`config.mk`:
```
export PLATFORM = sky130hd
export DESIGN_NAME = sram_async_ctrl
export DESIGN_NICKNAME = d
export VERILOG_FILES = /design/src/rtl/sram_ctrl_pkg.sv /design/src/rtl/sram_phase_timer.sv /design/src/rtl/sram_rd_capture.sv /design/src/rtl/sram_seq_fsm.sv /design/src/rtl/sram_async_ctrl.sv
export SDC_FILE = /design/constraint.sdc
export NUM_CORES = 1
export LEC_CHECK = 0
export ABC_CLOCK_PERIOD_IN_PS = 5150
export BUFFER_PORTS_ARGS = -buffer_cell sky130_fd_sc_hd__buf_4
export CAP_MARGIN = 20
export CORE_MARGIN = 3
export CORE_UTILIZATION = 51
export DETAILED_ROUTE_END_ITERATION = 10
export GPL_ROUTABILITY_DRIVEN = 1
export PLACE_DENSITY = 0.81
export SKIP_LAST_GASP = 1
export SLEW_MARGIN = 20
export SYNTH_ARGS = -nofsm -noshare
export SYNTH_HDL_FRONTEND = slang
export SYNTH_SLANG_ARGS = --single-unit
```
`constraint.sdc`:
```
create_clock -name clk_i -period 5.15 [get_ports clk_i]
set_clock_uncertainty 0.1 [all_clocks]
set_input_delay 1.03 -clock clk_i [delete_from_list [all_inputs] [get_ports clk_i]]
set_output_delay 1.03 -clock clk_i [all_outputs]
set_load 0.1 [all_outputs]
```
`src/rtl/sram_ctrl_pkg.sv`:
```
package sram_ctrl_pkg;

  typedef enum logic [2:0] {
    ST_IDLE,
    ST_WSETUP,
    ST_WPULSE,
    ST_WRECOV,
    ST_GAP,
    ST_RACC
  } sram_st_e;

  function automatic int ceil_div(input int num, input int den);
    return (num + den - 1) / den;
  endfunction

  function automatic int at_least_one(input int v);
    return (v < 1) ? 1 : v;
  endfunction

  function automatic int max2(input int a, input int b);
    return (a > b) ? a : b;
  endfunction

endpackage

```
`src/rtl/sram_phase_timer.sv`:
```
module sram_phase_timer #(
  parameter int CNT_W = 3
) (
  input  logic             clk_i,
  input  logic             rst_ni,
  input  logic             load_i,
  input  logic [CNT_W-1:0] len_i,
  output logic             zero_o
);
  logic [CNT_W-1:0] cnt_q;

  always_ff @(posedge clk_i or negedge rst_ni) begin
    if (!rst_ni)            cnt_q <= '0;
    else if (load_i)        cnt_q <= len_i;
    else if (cnt_q != '0)   cnt_q <= cnt_q - 1'b1;
  end

  assign zero_o = (cnt_q == '0);
endmodule

```
`src/rtl/sram_rd_capture.sv`:
```
module sram_rd_capture #(
  parameter int DW = 8
) (
  input  logic          clk_i,
  input  logic          rst_ni,
  input  logic          cap_i,
  input  logic [DW-1:0] d_i,
  output logic [DW-1:0] q_o
);
  always_ff @(posedge clk_i or negedge rst_ni) begin
    if (!rst_ni)    q_o <= '0;
    else if (cap_i) q_o <= d_i;
  end
endmodule

```
`src/rtl/sram_seq_fsm.sv`:
```
module sram_seq_fsm
  import sram_ctrl_pkg::*;
#(
  parameter int AW        = 11,
  parameter int DW        = 8,
  parameter int CNT_W     = 3,
  parameter int SETUP_CYC = 1,
  parameter int PULSE_CYC = 4,
  parameter int REC_CYC   = 1,
  parameter int RD_CYC    = 5
) (
  input  logic             clk_i,
  input  logic             rst_ni,
  input  logic             req_i,
  input  logic             wr_i,
  input  logic [AW-1:0]    addr_i,
  input  logic [DW-1:0]    wdata_i,
  input  logic             zero_i,
  output logic             load_o,
  output logic [CNT_W-1:0] len_o,
  output logic             cap_o,
  output logic             busy_o,
  output logic             done_o,
  output logic             ram_ce_n_o,
  output logic             ram_we_n_o,
  output logic             ram_oe_n_o,
  output logic [AW-1:0]    ram_addr_o,
  output logic [DW-1:0]    ram_dq_o,
  output logic             ram_dq_oe_o
);
  localparam logic [CNT_W-1:0] SETUP_L = CNT_W'(SETUP_CYC - 1);
  localparam logic [CNT_W-1:0] PULSE_L = CNT_W'(PULSE_CYC - 1);
  localparam logic [CNT_W-1:0] REC_L   = CNT_W'(REC_CYC - 1);
  localparam logic [CNT_W-1:0] RD_L    = CNT_W'(RD_CYC - 1);

  sram_st_e st_q, st_d;
  logic     accept;

  assign accept = (st_q == ST_IDLE) && req_i;

  always_comb begin
    st_d = st_q;
    unique case (st_q)
      ST_IDLE:   if (req_i)  st_d = wr_i ? ST_WSETUP : ST_RACC;
      ST_WSETUP: if (zero_i) st_d = ST_WPULSE;
      ST_WPULSE: if (zero_i) st_d = ST_WRECOV;
      ST_WRECOV: if (zero_i) st_d = ST_GAP;
      ST_GAP:                st_d = ST_IDLE;   // write-to-next recovery cycle
      ST_RACC:   if (zero_i) st_d = ST_IDLE;
      default:               st_d = ST_IDLE;
    endcase
  end

  always_comb begin
    unique case (st_d)
      ST_WSETUP: len_o = SETUP_L;
      ST_WPULSE: len_o = PULSE_L;
      ST_WRECOV: len_o = REC_L;
      ST_RACC:   len_o = RD_L;
      default:   len_o = '0;
    endcase
  end

  assign load_o = (st_d != st_q);
  assign cap_o  = (st_q == ST_RACC) && zero_i;
  assign busy_o = (st_q != ST_IDLE);

  // Strobes registered from next state so the RAM sees glitch-free edges
  always_ff @(posedge clk_i or negedge rst_ni) begin
    if (!rst_ni) begin
      st_q        <= ST_IDLE;
      ram_ce_n_o  <= 1'b1;
      ram_we_n_o  <= 1'b1;
      ram_oe_n_o  <= 1'b1;
      ram_dq_oe_o <= 1'b0;
      done_o      <= 1'b0;
      ram_addr_o  <= '0;
      ram_dq_o    <= '0;
    end else begin
      st_q        <= st_d;
      ram_ce_n_o  <= !(st_d inside {ST_WSETUP, ST_WPULSE, ST_WRECOV, ST_RACC});
      ram_we_n_o  <= (st_d != ST_WPULSE);
      ram_oe_n_o  <= (st_d != ST_RACC);
      ram_dq_oe_o <= (st_d == ST_WPULSE);
      done_o      <= ((st_q == ST_WRECOV) || (st_q == ST_RACC)) && zero_i;
      if (accept) begin
        ram_addr_o <= addr_i;
        ram_dq_o   <= wdata_i;
      end
    end
  end

  assert_idle_standby_R1: assert property (@(posedge clk_i) disable iff (!rst_ni)
    !busy_o |-> (ram_ce_n_o && ram_we_n_o && ram_oe_n_o && !ram_dq_oe_o));
  assert_we_inside_ce_R3: assert property (@(posedge clk_i) disable iff (!rst_ni)
    !ram_we_n_o |-> !ram_ce_n_o);
  assert_addr_setup_R3: assert property (@(posedge clk_i) disable iff (!rst_ni)
    $fell(ram_we_n_o) |-> $past(!ram_ce_n_o));
  assert_addr_stable_R3: assert property (@(posedge clk_i) disable iff (!rst_ni)
    (!ram_ce_n_o && $past(!ram_ce_n_o)) |-> $stable(ram_addr_o));
  assert_drive_in_pulse_R4: assert property (@(posedge clk_i) disable iff (!rst_ni)
    ram_dq_oe_o |-> !ram_we_n_o);
  assert_wdata_stable_R4: assert property (@(posedge clk_i) disable iff (!rst_ni)
    (ram_dq_oe_o && $past(ram_dq_oe_o)) |-> $stable(ram_dq_o));
  assert_done_single_R7: assert property (@(posedge clk_i) disable iff (!rst_ni)
    done_o |=> !done_o);
  assert_done_deselected_R7: assert property (@(posedge clk_i) disable iff (!rst_ni)
    done_o |-> ram_ce_n_o);
  assert_no_contention_R10: assert property (@(posedge clk_i) disable iff (!rst_ni)
    !(ram_dq_oe_o && !ram_oe_n_o) && !(!ram_oe_n_o && !ram_we_n_o));
endmodule

```
`src/rtl/sram_async_ctrl.sv`:
```
module sram_async_ctrl
  import sram_ctrl_pkg::*;
#(
  parameter int AW       = 11,
  parameter int DW       = 8,
  parameter int CLK_NS   = 4,
  parameter int T_SA_NS  = 0,   // address setup to write start
  parameter int T_WP_NS  = 15,  // write pulse width
  parameter int T_SD_NS  = 10,  // data setup to write end
  parameter int T_AW_NS  = 15,  // address setup to write end
  parameter int T_WC_NS  = 20,  // write cycle
  parameter int T_RC_NS  = 20,  // read cycle
  parameter int T_AA_NS  = 20,  // address access
  parameter int T_DOE_NS = 10   // output enable to data
) (
  input  logic          clk_i,
  input  logic          rst_ni,
  input  logic          req_i,
  input  logic          wr_i,
  input  logic [AW-1:0] addr_i,
  input  logic [DW-1:0] wdata_i,
  output logic          busy_o,
  output logic          done_o,
  output logic [DW-1:0] rdata_o,
  output logic          ram_ce_n_o,
  output logic          ram_we_n_o,
  output logic          ram_oe_n_o,
  output logic [AW-1:0] ram_addr_o,
  output logic [DW-1:0] ram_dq_o,
  input  logic [DW-1:0] ram_dq_i,
  output logic          ram_dq_oe_o
);
  localparam int SETUP_CYC = at_least_one(ceil_div(T_SA_NS, CLK_NS));
  localparam int PULSE_CYC = at_least_one(ceil_div(max2(max2(T_WP_NS, T_SD_NS), T_AW_NS), CLK_NS));
  localparam int WC_CYC    = ceil_div(T_WC_NS, CLK_NS);
  localparam int REC_CYC   = at_least_one(WC_CYC - SETUP_CYC - PULSE_CYC);
  localparam int RD_CYC    = at_least_one(ceil_div(max2(max2(T_RC_NS, T_AA_NS), T_DOE_NS), CLK_NS));
  localparam int MAX_CYC   = max2(max2(SETUP_CYC, PULSE_CYC), max2(REC_CYC, RD_CYC));
  localparam int CNT_W     = at_least_one($clog2(MAX_CYC));

  logic             load, zero, cap;
  logic [CNT_W-1:0] len;

  sram_seq_fsm #(
    .AW(AW), .DW(DW), .CNT_W(CNT_W),
    .SETUP_CYC(SETUP_CYC), .PULSE_CYC(PULSE_CYC),
    .REC_CYC(REC_CYC), .RD_CYC(RD_CYC)
  ) u_fsm (
    .clk_i, .rst_ni, .req_i, .wr_i, .addr_i, .wdata_i,
    .zero_i(zero), .load_o(load), .len_o(len), .cap_o(cap),
    .busy_o, .done_o, .ram_ce_n_o, .ram_we_n_o, .ram_oe_n_o,
    .ram_addr_o, .ram_dq_o, .ram_dq_oe_o
  );

  sram_phase_timer #(.CNT_W(CNT_W)) u_timer (
    .clk_i, .rst_ni, .load_i(load), .len_i(len), .zero_o(zero)
  );

  sram_rd_capture #(.DW(DW)) u_cap (
    .clk_i, .rst_ni, .cap_i(cap), .d_i(ram_dq_i), .q_o(rdata_o)
  );

  assert_rdata_only_on_read_R9: assert property (@(posedge clk_i) disable iff (!rst_ni)
    ($past(ram_oe_n_o) && $past(rst_ni)) |-> $stable(rdata_o));
endmodule

```
# Word-level counts from Yosys, hierarchy flattened

Cells that the tools add are included.

Register bits after elaboration: 38
Input port bits: 31
Output and inout bits: 33

$add $sub $neg: 1
Equality and inequality tests: 11
Mux-type cells: 10
Reduce and logical (&&, ||, !) cells: 11

Operator list:

| operator            | number |
|---|---|
| $mux 3              | 8 |
| $pmux 3 s5          | 1 |
| $eq 3x2->1 const B  | 4 |
| $eq 3x1->1 const B  | 2 |
| $eq 3x3->1 const B  | 2 |
| $logic_not 3->1     | 2 |
| $pmux 3 s2          | 1 |
| $reduce_bool 3->1   | 2 |
| $reduce_bool 4->1   | 1 |
| $logic_and 1x1->1   | 3 |
| $ne 3x2->1 const B  | 1 |
| $ne 3x3->1          | 1 |
| $ne 3x3->1 const B  | 1 |
| $sub 3x1->3 const B | 1 |
| $reduce_bool 2->1   | 1 |
| $logic_not 1->1     | 1 |
| $logic_or 1x1->1    | 1 |

# Depth between registers and ports, before layout

Gate-level depths: netlist of the first run.

Word-level depth: 6
Mapped depth: 7
Depth with buffers taken out: 6

# Cells and area by module

From an unflattened synthesis of the first run, not the netlist that was laid out.

Cells, all modules: 124
Area total of the unflattened synthesis: 1757.9 sq um

By module, submodules not included:

| module           | times used | cells each | area an instance (sq um) | sequential area each (sq um) |
|---|---|---|---|---|
| sram_seq_fsm     | 1          | 86         | 1226.2                   | 679.4 |
| sram_rd_capture  | 1          | 17         | 331.6                    | 200.2 |
| sram_phase_timer | 1          | 21         | 200.2                    | 75.1 |

# Worst setup path after synthesis of the first run

OpenSTA, ideal clock, no wires.

Path kind: reg2out
From: register u_fsm.st_q[1]
To: output busy_o
Arrival: 1.308 ns
Data required time: 4.020 ns
Setup slack: 2.712 ns
Stages on the path, launching flop included: 3
Path buffers: 1
Cells stage by stage: dfrtp_1 buf_2 or3_1

Longest elaborated chain between the ends: 1

Ends and longest elaborated chain:

| element                  | line                  | source |
|---|---|---|
| start: declaration       | sram_seq_fsm.sv:36    | `sram_st_e st_q, st_d;` |
| start signal: assignment | sram_seq_fsm.sv:80    | `st_q <= st_d;` |
| $reduce_bool 3->1        | sram_seq_fsm.sv:66    | `assign busy_o = (st_q != ST_IDLE);` |
| end: declaration         | sram_async_ctrl.sv:22 | `output logic busy_o,` |

No other way between the ends.

# Worst setup path in the final report of the first run

Same ends and word-level chain as after synthesis.

==> impl_metrics.yaml, run 1 <==
floorplanning:
  core_area_um2: 2850
  dieHeight_um: 61.4
  start_util_pct: 55.0
  io_pins: 64
  dieArea_um2: 3780
  rows: 19
  die_x_um: 61.4
timing:
  relSlewSlack_pct: 67.3
  tightest_slew_ns: 0.490
  rsz0062_at_grt: "no"
  min_period_over_period_pct: 51.6
  setup_tns_ns: 0
  hold_viol: 0
  fmax_mhz: 376
  setup_violations: 0
  fin_hold_ws_ns: 0.397
  fin_crit_ns: 2.66
  drv_slew: 0
clocking:
  clock_path_buffers: 2
  cts_buffers: 5
  clk_pin_slew_ns: 0.10
  cts_sinks: 38
  clock_latency_ns: 0.34
  h-tree-depth: 2
  ctsResizeCount: 0
  post-cts-setup-buffer-count: 0
  clockRootBuffer: "clkbuf_4"
  hold_buffers: 0
  cts_tree: "built"
min_path:
  hp-class: "reg -> reg"
critical_path:
  crit_chain: "or3_1 > buf_4"
  critPathKind: "reg -> out"
  critPathCaptureType: "output pin"
  crit_fanout: 12
  path_delay_family: "flip-flops"
  startpoint_type: "flip-flop"
  slowest_stage: "dfrtp_1"
  crit_buf_inv: 1
  required_ns: 4.02
  cp_slowest_stage_delay_ns: 0.54
  worstPathArrival_ns: 1.53
logic_synthesis:
  syn_nets: 143
  syn_area_um2: 1570
  synth-edff-count: 0
  ys_seq_area_share_pct: 60.9
  yosys_warnings: 0
  synth_seq_cells: 38
  synthCells: 110
  synth_async_sr_flop_share_pct: 100
  synth.distinct_cells: 32
  synth_area_leader_cell: "dfrtp_1"
  synth_ff_type: "dfrtp_1"
  synth_top_area_share_pct: 55.9
  avgSynthCellArea_um2: 14.3
  synth_area_leaders: "dfrtp_1, mux2_1, dfstp_2"
route:
  drtAntennaViolNets: 0
  drc: 0
  wl_um: 2990
  avgRoutedWirePerCell_um: 14.4
  first_pass_iters: 4
  via_per_inst: 5.32
  via_count: 1102
  drtIter0Drc: 23
job:
  maxCapViolCount: 0
global_routing:
  track_usage_pct: 17.5
  first_global_vias: 1047
  antenna_found_initial: 0
  grt_pass1_wl_um: 4640
  overflow: 0
  grt_max_degree: 39
run_status:
  status: "completed"
cells_and_area:
  nets: 208
  antenna_cells: 0
  area.growth.synth_to_final_pct: 36.4
  drive_gt1_share_pct: 47.7
placed_design:
  portBuffers: 63
  hpwlAfterDp_um: 2260
  gp_congestion: 0.785
==> worst register-to-register path: stages, from the launching register on <==
cell,delay (ns)
dfrtp_1,0.38
inv_1,0.05
ha_1,0.19
ha_1,0.35
nor4bb_1,0.22
or4_4,0.57
nand2b_4,0.15
==> registers in the layout (all words and copies together) (netlist names), 3 cells and up <==
name	count
u_cap.q_o	8
u_fsm.ram_addr_o	11
u_fsm.ram_dq_o	8
u_fsm.st_q	3
u_timer.cnt_q	3
==> cell families after synthesis <==
family                     after synthesis  synth area share [%]
AOI/OAI and AO/OA                       10                  4.15
xor gates and xnor gates                 2                  1.12
adders and majority gates                2                  1.60
buffers and inverters                   11                  3.27
DFF                                     38                  60.9
muxes                                   27                  19.4
and+or+nand+nor                         20                  9.58
==> final cells by class <==
class | instances | area [um2]
multi-input combinational | 61 | 571
inverter | 5 | 18.8
clock inverter | 1 | 30.0
timing repair buffer | 64 | 480
sequential | 38 | 955
fill | 209 | 714
clock buffer | 7 | 45.0
tap | 31 | 38.8
==> Yosys cell counts, types with 2 or more instances <==
library cell,number
dfrtp_1,35
inv_1,4
nor2_1,5
dfstp_2,3
mux2_1,22
buf_2,5
a21oi_1,2
mux2_2,5
nor3b_1,2
o22ai_1,3
o21ai_1,2
ha_1,2
==> worst paths after layout <==
check                                         start                   end  slack (ns)  cells past startpoint
worst max-delay path                  u_fsm.st_q[1]                busy_o        2.49                      2
worst min-delay path            u_fsm.ram_addr_o[5]   u_fsm.ram_addr_o[5]        0.40                      1
worst max register to register     u_timer.cnt_q[0]      u_fsm.ram_we_n_o        3.08                      6
worst min register to register  u_fsm.ram_addr_o[5]   u_fsm.ram_addr_o[5]        0.40                      1
max in group asynchronous                    rst_ni      u_fsm.ram_oe_n_o        4.08                      1
min in group asynchronous                    rst_ni  u_fsm.ram_addr_o[10]        0.53                      1
==> per-layer routing <==
metal / vias up / track usage, % / share of wire [%]
li1: 515 / - / -
met1: 529 / 19.4 / 40
met2: 51 / 29.2 / 47
met3: 7 / 7.97 / 11
met4: 0 / 7.27 / 1.7
met5: - / 0 / 0
==> layout by cell type, fill, tap and decap left out, types with 2 or more instances in the layout <==
cell,n
nor3b_1,2
ha_1,2
dfstp_2,3
o22ai_1,3
clkbuf_4,5
a21oi_1,2
nor2_1,5
mux2_1,22
dfrtp_1,35
clkbuf_1,2
buf_4,64
mux2_2,5
inv_1,4
o21ai_1,2
==> per-stage QoR <==
step | setup WS (ns) | std cells | instance area [um2] | util, %
2_1_floorplan | 2.71 | 110 | 1570 | -
3_3_place_gp | 2.87 | 199 | 2060 | 72.3
3_5_place_dp | 2.85 | 199 | 2060 | 72.3
4_1_cts | 2.47 | 207 | 2140 | 75.0
5_1_grt | 2.42 | 207 | 2140 | 75.0
6_report | 2.49 | 207 | 2140 | 75.0
Power of run 1 is not shown: default switching activity piles up to over one toggle a cycle in this logic, so the estimate is an artifact.
==> run 2: changes to the inputs <==
ABC_CLOCK_PERIOD_IN_PS = 2200   (was 5150)
CORE_UTILIZATION = 42   (was 51)
PLACE_DENSITY = 0.71   (was 0.81)
clock period = 2.2 ns   (was 5.15 ns; I/O delays follow)
==> run 2 against run 1 <==
Net effect: final area is 4.5% higher; register-to-register slack lost 2.8 ns; utilization is 11 points lower; worst hold slack lost 0.39 ns; first-iteration DRC count is 4.3% lower; routed wire length grew 4.5%; setup slack lost 2.3 ns; cell count increased by 7.7%; die area rose by 19%; clock-buffer cell count shrank 1; flip-flop and latch count did not move; via count grew 3.1%.
==> impl_metrics.yaml, run 2 (synthesized netlist as in run 1, its figures left out) <==
run_status:
  status: "completed"
timing:
  setup_tns_ns: 0
  hold_viol: 0
  setup_violations: 0
  relSlewSlack_pct: 65.6
  min_period_over_period_pct: 91.6
  tightest_slew_ns: 0.513
  fmax_mhz: 496
  drv_slew: 0
  fin_crit_ns: 2.02
  rsz0062_at_grt: "no"
critical_path:
  startpoint_type: "flip-flop"
  cp_slowest_stage_delay_ns: 0.53
  slowest_stage: "dfrtp_1"
  worstPathArrival_ns: 1.48
  crit_fanout: 12
  reg2regPathDepth: 6
  crit_buf_inv: 1
  r2r_slack_ns: 0.25
  reg2reg_from: "u_timer.cnt_q[0]"
  crit_chain: "or3_1 > buf_4"
  critPathKind: "reg -> out"
  reg2reg_to: "u_timer.cnt_q[0]"
  required_ns: 1.66
  critPathCaptureType: "output pin"
  path_delay_family: "flip-flops"
global_routing:
  track_usage_pct: 15.7
  overflow: 0
  grt_pass1_wl_um: 5180
  grtUsageMet1_pct: 17.9
  grt_max_degree: 39
  grt.met3_usage_pct: 6.07
  first_global_vias: 1147
  grtUsageMet2_pct: 25.9
  antenna_found_initial: 0
  grt-busiest-layer: "met2"
cells_and_area:
  layout_common_cells: "buf_4, dfrtp_1, mux2_1"
  area.growth.synth_to_final_pct: 42.5
  final_common_cell: "buf_4"
  nets: 209
  antenna_cells: 0
  reg_top3: "u_fsm.ram_addr_o x11, u_cap.q_o x8, u_fsm.ram_dq_o x8"
  drive_gt1_share_pct: 49.7
  largest_reg_flops: 11
  top_register: "u_fsm.ram_addr_o"
placed_design:
  gp_congestion: 0.770
  hpwlAfterDp_um: 2380
  portBuffers: 63
floorplanning:
  rows: 21
  core_area_um2: 3470
  start_util_pct: 45.2
  dieHeight_um: 67.1
  dieArea_um2: 4500
  die_x_um: 67.1
  io_pins: 64
route:
  via_per_inst: 5.09
  drtIter0Drc: 22
  avgRoutedWirePerCell_um: 14.0
  wl_um: 3120
  via_count: 1136
  first_pass_iters: 4
  drc: 0
  drtAntennaViolNets: 0
clocking:
  cts_tree: "built"
  clk_pin_slew_ns: 0.07
  cts_sinks: 38
  clock_latency_ns: 0.28
  h-tree-depth: 2
  clockRootBuffer: "clkbuf_8"
  cts_buffers: 5
  clock_path_buffers: 2
min_path:
  hp-class: "in -> async"
job:
  maxCapViolCount: 0
## run 2: cell types whose count changed in the layout (fill, tap and decap cells not counted)
cell	previous run	this run
clkbuf_8	0	6
clkbuf_4	5	0
clkbuf_1	2	0
buf_4	64	65
bufinv_16	1	2
ha_1	2	1
ha_2	0	1
## run 2: area by class of cell
| type | instances | area, um2 |
|---|---|---|
| clock buffers | 6 | 82.6 |
| clock inverters | 2 | 60.1 |
| fillers | 285 | 1230 |
| inverters | 5 | 18.8 |
| multi-input cells | 61 | 573 |
| flip-flops and latches | 38 | 955 |
| well taps | 46 | 57.6 |
| repair buffers | 65 | 488 |
## run 2: worst max path at each step
| stage | start | to | cells after the start | slack, ns |
|---|---|---|---|---|
| after floorplan | u_fsm.st_q[1] | busy_o | 2 | 0.35 |
| after global placement | u_timer.cnt_q[0] | u_fsm.ram_we_n_o | 6 | 0.23 |
| after detailed placement | u_timer.cnt_q[0] | u_fsm.ram_we_n_o | 6 | 0.15 |
| after CTS | u_timer.cnt_q[0] | u_fsm.ram_we_n_o | 6 | 0.14 |
| after global routing | u_fsm.st_q[1] | busy_o | 2 | 0.12 |
| final | u_fsm.st_q[1] | busy_o | 2 | 0.18 |
## run 2: stage by stage
stage               instance area (um2)  utilization (%)  hold slack (ns)  worst slack [ns]  std cells
floorplan                          1570                -           0.0444             0.352        110
global route                       2230             64.4           0.0280             0.120        223
global placement                   2090             60.2            0.321             0.230        215
detailed placement                 2090             60.2            0.328             0.151        215
finish                             2230             64.4          0.00216             0.184        223
CTS                                2230             64.4           0.0115             0.141        223
## run 2: timing repair
| item | CTS | global route |
|---|---|---|
| endpoints found under the setup margin | 0 | 1 |
| gates resized for setup | 0 | 1 |
| setup buffers | 0 | 0 |
| hold buffers | 0 | 0 |
| hold endpoints to repair | 0 | 0 |
## run 2: layer usage
metal | vias up | share of wire (%)
met5 | - | 0
met4 | 0 | 1.1
met3 | 4 | 11
met2 | 55 | 49
met1 | 559 | 39
li1 | 518 | -
Power of run 2 is left out for the same reason.
==> run 3: changes to the inputs <==
ABC_AREA = 1   (was not set)
ABC_CLOCK_PERIOD_IN_PS = 1640   (was 2200)
CORE_UTILIZATION = 44   (was 42)
PLACE_DENSITY = 0.72   (was 0.71)
clock period = 1.64 ns   (was 2.2 ns; I/O delays follow)
==> run 3 against run 2 <==
Net effect: routed wire length increased by 14%; worst hold slack gained 0.17 ns; area after synthesis is 11% higher; die area is 5.8% higher; non-clock buffer count increased by 9; flip-flop and latch count unchanged; sequential share of layout area is 4.8 points lower; critical endpoint is now u_timer.cnt_q[2]; highest routed layer unchanged.
==> impl_metrics.yaml, run 3 <==
route:
  avgRoutedWirePerCell_um: 14.3
  via_per_inst: 4.81
  via_count: 1203
  wl_um: 3570
  drtAntennaViolNets: 0
  first_pass_iters: 4
  drc: 0
  drtIter0Drc: 35
floorplanning:
  start_util_pct: 46.7
  io_pins: 64
  die_x_um: 69.0
  dieArea_um2: 4760
  rows: 22
  core_area_um2: 3740
  dieHeight_um: 69.0
logic_synthesis:
  synthCells: 123
  synth_seq_cells: 38
  synth_async_sr_flop_share_pct: 100
  synth_top_area_share_pct: 50.1
  synth_area_leader_cell: "dfrtp_1"
  ys_seq_area_share_pct: 54.7
  synth_ff_type: "dfrtp_1"
  syn_nets: 156
  synth-edff-count: 0
  syn_area_um2: 1750
  synthTopCellsByCount: "dfrtp_1, mux2_4, nand2_1, inv_1, nand3_1"
  yosys_warnings: 0
  synth.distinct_cells: 26
  avgSynthCellArea_um2: 14.2
  yosysMostFrequentCell: "dfrtp_1"
  synth_area_leaders: "dfrtp_1, mux2_4, dfstp_2"
cells_and_area:
  drive_gt1_share_pct: 69.8
  antenna_cells: 0
  reg_top3: "u_fsm.ram_addr_o x11, u_cap.q_o x8, u_fsm.ram_dq_o x8"
  largest_reg_flops: 11
  utilization_pct: 67.5
  top_register: "u_fsm.ram_addr_o"
  layout_common_cells: "buf_4, dfrtp_1, mux2_4"
  final_common_cell: "buf_4"
  nets: 234
  area.growth.synth_to_final_pct: 44.8
  nFillCells: 285
global_routing:
  track_usage_pct: 15.1
  antenna_found_initial: 0
  first_global_vias: 1249
  grt_max_degree: 39
  grt_pass1_wl_um: 5820
  overflow: 0
timing:
  fmax_mhz: 616
  setup_violations: 0
  fin_crit_ns: 1.62
  hold_viol: 0
  rsz0062_at_grt: "yes"
  drv_slew: 0
  min_period_over_period_pct: 99.0
  relSlewSlack_pct: 69.6
  tightest_slew_ns: 0.455
clocking:
  clock_path_buffers: 2
  h-tree-depth: 2
  cts_sinks: 38
  cts_tree: "built"
  clockRootBuffer: "clkbuf_8"
  clock_latency_ns: 0.28
  clk_pin_slew_ns: 0.07
  cts_buffers: 5
min_path:
  hp-class: "in -> reg"
  whs_path_depth: 2
  min_from: "ram_dq_i[5]"
  hold_end: "u_cap.q_o[5]"
placed_design:
  hpwlAfterDp_um: 2520
  gp_congestion: 0.738
  portBuffers: 63
critical_path:
  startpoint_type: "flip-flop"
  cpMostUsedCell: "nand2_2"
  crit_fanout: 6
  r2r_slack_ns: 0.02
  reg2regPathDepth: 10
  critPathKind: "reg -> reg"
  critPathCaptureType: "flip-flop"
  cp_slowest_stage_delay_ns: 0.38
  required_ns: 1.72
  slowest_stage: "dfrtp_1"
  reg2reg_to: "u_timer.cnt_q[2]"
  crit_chain: "inv_2 > ha_4 > ha_4 > buf_4 > nand3_1 > nand3_2 > nand3_4 > nand2_2 > nand2_2 > nand2_2"
  worstPathArrival_ns: 1.70
  reg2reg_from: "u_timer.cnt_q[1]"
run_status:
  status: "completed"
job:
  maxCapViolCount: 0
==> run 3: cell types whose count changed after synthesis, sizes merged, moves of 2 or more <==
cell   change
a21oi      -2
buf        -3
inv        +6
nand2     +16
nand3     +11
nand4      +3
nor3b      -2
nor4b      -2
o22ai      -3
==> run 3: worst max path at each step <==
stage / start / end / slack (ns) / cells after the start
after floorplan: u_fsm.st_q[0] / busy_o / 0.02 / 2
after global placement: u_timer.cnt_q[0] / u_timer.cnt_q[2] / -0.04 / 10
after detailed placement: u_timer.cnt_q[0] / u_timer.cnt_q[2] / -0.08 / 10
after CTS: u_timer.cnt_q[0] / u_timer.cnt_q[2] / -0.02 / 11
after global routing: u_timer.cnt_q[1] / u_timer.cnt_q[2] / -0.07 / 10
final: u_timer.cnt_q[1] / u_timer.cnt_q[2] / 0.02 / 10
==> run 3: critical path: cells and delay by family, from the launching register on <==
kind	cells	cell delay (ns)
DFF	1	0.38
buffers and inverters	2	0.20
and+or+nand+nor	6	0.48
adders and majority gates	2	0.34
==> run 3: logic make-up (layout without fill, tap and decap cells) <==
group | after synthesis | in the layout | share of synthesized area, %
AND/OR/NAND/NOR | 37 | 37 | 14.1
adder cells (fa/ha/maj) | 2 | 2 | 1.43
multiplexers | 27 | 27 | 23.2
AO/OA/AOI/OAI | 4 | 4 | 1.50
XOR/XNOR | 1 | 1 | 0.502
buffers and inverters | 14 | 93 | 4.58
flip-flops | 38 | 38 | 54.7
==> run 3: routing by layer <==
layer	up-vias	GRT usage, %	wire length (um)	part of all wire [%]
li1	570	-	-	-
met1	577	18.2	1410	39
met2	53	26.2	1840	51
met3	3	4.81	297	8.3
met4	0	3.25	26	0.73
met5	-	0	0	0
==> run 3: stage by stage <==
step / hold slack, ns / area, um2 / std cells / setup TNS [ns] / setup slack, ns
4_1_cts: 0.168 / 2440 / 245 / -0.0224 / -0.0224
5_1_grt: 0.159 / 2530 / 250 / -0.128 / -0.0720
2_1_floorplan: -0.0676 / 1750 / 123 / 0 / 0.0242
3_5_place_dp: 0.218 / 2300 / 236 / -0.434 / -0.0790
3_3_place_gp: 0.202 / 2300 / 236 / -0.0353 / -0.0353
6_report: 0.170 / 2530 / 250 / 0 / 0.0157
==> run 3: layout make-up <==
type / instances / area [um2] / share of cell area (%)
clock buffer: 7 / 86.3 / 3.41
sequential: 38 / 958 / 37.9
inverter: 11 / 41.3 / 1.63
timing repair buffer: 74 / 587 / 23.2
clock inverter: 1 / 5.00 / 0.198
multi-input combinational: 71 / 791 / 31.3
tap: 48 / 60.1 / 2.38
==> run 3: what timing repair did <==
action	in CTS	in global routing
hold endpoints to repair	35	0
pin swaps	4	5
resized for setup	9	12
endpoints found under the setup margin	12	13
hold buffers	1	0
buffers inserted	0	5
Power of run 3 is left out for the same reason.
